===== src/rtl/cmi_pkg.sv =====
package cmi_pkg;
    localparam int HALVES = 2;
    typedef logic [HALVES-1:0] cmi_word_t;  // [1] first half, [0] second half

    typedef struct packed {
        logic out;      // current line half-bit
        logic pend;     // second half-bit waiting
        logic pend_v;   // second half-bit valid
        logic ce;       // output clock enable
        logic coding;   // mode of the word in flight
    } shift_st_t;
endpackage


===== src/rtl/cmi_polarity_track.sv =====
module cmi_polarity_track #(
    parameter logic POL_INIT = 1'b0
) (
    input  logic clk,
    input  logic rst_n,
    input  logic adv,
    output logic pol
);
    logic pol_d, pol_q;

    always_comb begin
        pol_d = pol_q;
        if (adv) pol_d = ~pol_q;
    end

    always_ff @(posedge clk or negedge rst_n) begin
        if (!rst_n) pol_q <= POL_INIT;
        else        pol_q <= pol_d;
    end

    assign pol = pol_q;

    // every coded one flips the polarity
    a_r3_flip_on_one: assert property (@(posedge clk) disable iff (!rst_n)
        adv |=> (pol_q != $past(pol_q)));
    // polarity held when no coded one is seen
    a_r4_hold_otherwise: assert property (@(posedge clk) disable iff (!rst_n)
        !adv |=> $stable(pol_q));
endmodule


===== src/rtl/cmi_symbol_map.sv =====
module cmi_symbol_map
    import cmi_pkg::*;
(
    input  logic      bit_in,
    input  logic      pol,
    input  logic      coding,
    output cmi_word_t word
);
    always_comb begin
        if (!coding)     word = {bit_in, bit_in};
        else if (!bit_in) word = 2'b01;
        else             word = {pol, pol};
    end
endmodule


===== src/rtl/cmi_half_shifter.sv =====
module cmi_half_shifter
    import cmi_pkg::*;
(
    input  logic      clk,
    input  logic      rst_n,
    input  logic      load,
    input  logic      coding,
    input  cmi_word_t word,
    output logic      out,
    output logic      ce
);
    shift_st_t st_d, st_q;

    always_comb begin
        st_d = st_q;
        if (load) begin
            st_d.out    = word[1];
            st_d.pend   = word[0];
            st_d.pend_v = 1'b1;
            st_d.ce     = 1'b1;
            st_d.coding = coding;
        end else if (st_q.pend_v) begin
            st_d.out    = st_q.pend;
            st_d.pend_v = 1'b0;
            st_d.ce     = st_q.coding;
        end else begin
            st_d.ce     = 1'b0;
        end
    end

    always_ff @(posedge clk or negedge rst_n) begin
        if (!rst_n) st_q <= '0;
        else        st_q <= st_d;
    end

    assign out = st_q.out;
    assign ce  = st_q.ce;

    // a coded word keeps the clock enable on for its second half
    a_r6_coded_second_ce: assert property (@(posedge clk) disable iff (!rst_n)
        (load && coding) |=> ##1 ce);
    // a bypassed bit gives no enable in its second cycle
    a_r7_bypass_single_ce: assert property (@(posedge clk) disable iff (!rst_n)
        (load && !coding) |=> ##1 !ce);
    // with no pending half and no load the line holds
    a_r9_idle_hold: assert property (@(posedge clk) disable iff (!rst_n)
        (!load && !st_q.pend_v) |=> ($stable(out) && !ce));
endmodule


===== src/rtl/cmi_line_encoder.sv =====
module cmi_line_encoder
    import cmi_pkg::*;
#(
    parameter logic POL_INIT = 1'b0
) (
    input  logic clk,
    input  logic rst_n,
    input  logic bit_en,
    input  logic nrz_in,
    input  logic code_n,
    output logic line_out,
    output logic line_ce
);
    logic      coding;
    logic      pol;
    logic      pol_adv;
    cmi_word_t word;

    assign coding  = ~code_n;
    assign pol_adv = bit_en & nrz_in & coding;

    cmi_polarity_track #(.POL_INIT(POL_INIT)) u_pol (
        .clk   (clk),
        .rst_n (rst_n),
        .adv   (pol_adv),
        .pol   (pol)
    );

    cmi_symbol_map u_map (
        .bit_in (nrz_in),
        .pol    (pol),
        .coding (coding),
        .word   (word)
    );

    cmi_half_shifter u_shift (
        .clk    (clk),
        .rst_n  (rst_n),
        .load   (bit_en),
        .coding (coding),
        .word   (word),
        .out    (line_out),
        .ce     (line_ce)
    );

    // every captured bit raises the enable in the next cycle
    a_r5_ce_after_capture: assert property (@(posedge clk) disable iff (!rst_n)
        bit_en |=> line_ce);
    // coded zero starts low
    a_r2_zero_first_low: assert property (@(posedge clk) disable iff (!rst_n)
        (bit_en && !code_n && !nrz_in) |=> !line_out);
    // coded zero ends high
    a_r2_zero_second_high: assert property (@(posedge clk) disable iff (!rst_n)
        (bit_en && !code_n && !nrz_in) |=> ##1 line_out);
    // bypassed bit appears unchanged
    a_r7_bypass_value: assert property (@(posedge clk) disable iff (!rst_n)
        (bit_en && code_n) |=> (line_out == $past(nrz_in)));
    // outputs idle during reset
    always_comb begin
        if (!rst_n) begin
            a_r1_reset_idle: assert (!line_ce || $isunknown(line_ce));
        end
    end
endmodule


===== config.mk =====
export PLATFORM = sky130hd
export DESIGN_NAME = cmi_line_encoder
export DESIGN_NICKNAME = d
export VERILOG_FILES = /design/src/rtl/cmi_pkg.sv /design/src/rtl/cmi_polarity_track.sv /design/src/rtl/cmi_symbol_map.sv /design/src/rtl/cmi_half_shifter.sv /design/src/rtl/cmi_line_encoder.sv
export SDC_FILE = /design/constraint.sdc
export NUM_CORES = 1
export LEC_CHECK = 0
export ABC_AREA = 1
export BUFFER_PORTS_ARGS = -buffer_cell sky130_fd_sc_hd__buf_4
export CAP_MARGIN = 20
export CORE_AREA = 2 2 39 41
export CTS_CLUSTER_SIZE = 24
export DETAILED_ROUTE_END_ITERATION = 8
export DIE_AREA = 0 0 41 43
export PLACE_DENSITY = 0.35
export SLEW_MARGIN = 10
export SYNTH_ARGS = -nofsm -noshare
export SYNTH_HDL_FRONTEND = slang
export SYNTH_SLANG_ARGS = --single-unit

===== constraint.sdc =====
create_clock -name clk -period 2.3 [get_ports clk]
set_input_delay 0.46 -clock clk [delete_from_list [all_inputs] [get_ports clk]]
set_output_delay 0.46 -clock clk [all_outputs]
set_load 0.02 [all_outputs]

==> out/results.txt <==
Die height = 43 um
DR vias = 195
Fmax = 0.815 GHz
Cts hold-fix bufs = 0
Slew HR = 0.857
Clock tree buffer depth = 2
CP max FO = 2
CP Buf/Inv Count = 1
Post_cts resized = 0
Top Ports = 7
Mapped Cells = 28
Post-route cell area = 333 um2
Fin. Hold Viols = 0
Detailed Route WL = 454 um
Clock sinks = 6
Placed cell area = 310 um2
Initial antenna violation count = 0
Largest net degree at the start of global routing = 8
Residual DRC = 0
Flops & latches, synth = 6
Tot Pwr = 281 uW
Critical path's slowest cell = dfrtp_1
N_diodes = 0
Site Rows = 14
Crit Path Category = flip-flop to primary output
Starting Density = 0.177
Vias in the first global route = 183
Clock root buffer master = clkbuf_4
Outcome = finished clean
Synth cell types = 9
Minimum clock period = 1.23 ns
Die ar. = 1760 um2
Commonest non-fill, non-tap cells in the layout = nand2_1 (8), buf_4 (6), dfrtp_1 (6)
Post-Syn Area per Cell = 8.76 um2
Final setup vio count = 0
Netlist Area Pre-Place = 245 um2
TritonCTS Buffers = 3
Yosys warns = 0
H-tree depth = 1
First DRT Iteration DRCs = 2
Worst path top cell family by delay = flip-flops
PD cells = 846 nW/um2
DPL Wire Length = 334 um
Grt ovf = 0
Leakage = 0.000182 uW
Most common cell after layout, fill and taps aside = nand2_1
Post-synthesis sequential area ratio = 0.612
Post-Route Setup TNS = 0 ns
Max rail drop VDD = 235 uV
Wirelength per Cell = 8.57 um
CP arrival = 0.77 ns
Share of cells above drive strength 1 = 0.297
Hold Path Class = input pin to async pin
Post-CTS Setup Inserts = 0
Crit path required time = 1.84 ns
Mapped Nets = 33
Setup Skew = 0.00195 ns
CTS tree = yes
Core area = 1380 um2
Slowest stage delay, CP = 0.37 ns
Fin util = 0.241
Layout Nets = 44
Worst-Margin Slew = 0.214 ns
Clk_lat worst skew = 0.24 ns
Post-route clock period utilization = 0.533
Clock slew at reported path FFs = 0.05 ns
Critical path startpoint category = flip-flop
Final worst setup slack = 1.07 ns
Gr usage total = 0.0655
Chip width = 41 um
Synth-to-Final Area Change = 35.7%
Port bufs = 6
Max Cap Viol = 0
Drt via density = 3.68
DRT antenna net count = 0
DR pass1 iterations = 4
Placer Congestion = 0.677
RSZ-0062 raised after global routing = no
Max Slew Vio Count = 0
First-pass GRT wire length = 710 um
Pre-CTS setup slack = 1.22 ns
Crit end category = primary output
CP Cell Sequence = buf_4
[logic make-up after synthesis]
family	Yosys count	synth area share
flops	6	0.612
buf+inv	5	0.0765
xor+xnor	1	0.0357
compound gates	1	0.0204
simple gates	15	0.255
[cell type report]
| class | instances | area, um2 |
|---|---|---|
| timing repair buffer | 6 | 45.0 |
| multi-input combinational | 17 | 76.3 |
| fill | 158 | 1050 |
| tap | 16 | 20.0 |
| clock buffer | 3 | 22.5 |
| inverter | 5 | 18.8 |
| sequential | 6 | 150 |
[Yosys cell counts]
library cell / n / area (um2)
a21oi_1: 1 / 5.00
dfrtp_1: 6 / 150
inv_1: 5 / 18.8
nand2_1: 8 / 30.0
nand2_2: 1 / 6.26
nand3_1: 1 / 5.00
nor2_1: 4 / 15.0
nor2_2: 1 / 6.26
xor2_1: 1 / 8.76
[sequential cells by signal, indices dropped and copies added (netlist names)]
register	cells
u_shift.st_q	3
u_pol.pol	1
u_shift.ce	1
u_shift.out	1
[power by group]
| part | leakage (uW) | switching [uW] | internal (uW) |
|---|---|---|---|
| Combinational | 0.0000985 | 27.7 | 22.5 |
| Sequential | 0.0000700 | 8.76 | 125 |
| Clock | 0.0000138 | 38.3 | 59.1 |
[routing by layer]
metal  wire, um  GRT usage
met4          0     0.0800
met5          0          0
met1        227     0.0814
met3         49     0.0314
met2        177     0.0688
[per-stage QoR]
step | hold slack (ns) | std cells
detailed placement | 0.273 | 50
finish | 0.0146 | 53
global route | 0.0140 | 53
global placement | 0.271 | 50
CTS | 0.0109 | 53
floorplan | 0.164 | 28
[final timing paths]
check	from	endpoint	slack, ns	cells after the start
min	rst_n	u_shift.ce	0.01	1
max	u_shift.out	line_out	1.07	1
min in group clk	bit_en	u_shift.st_q[2]	0.39	1
max reg2reg	u_shift.st_q[2]	u_shift.out	1.48	4
max in group asynchronous	rst_n	u_shift.st_q[3]	2.17	1
min reg2reg	u_pol.pol	u_pol.pol	0.46	1
Power figures use the tool's default switching activity.
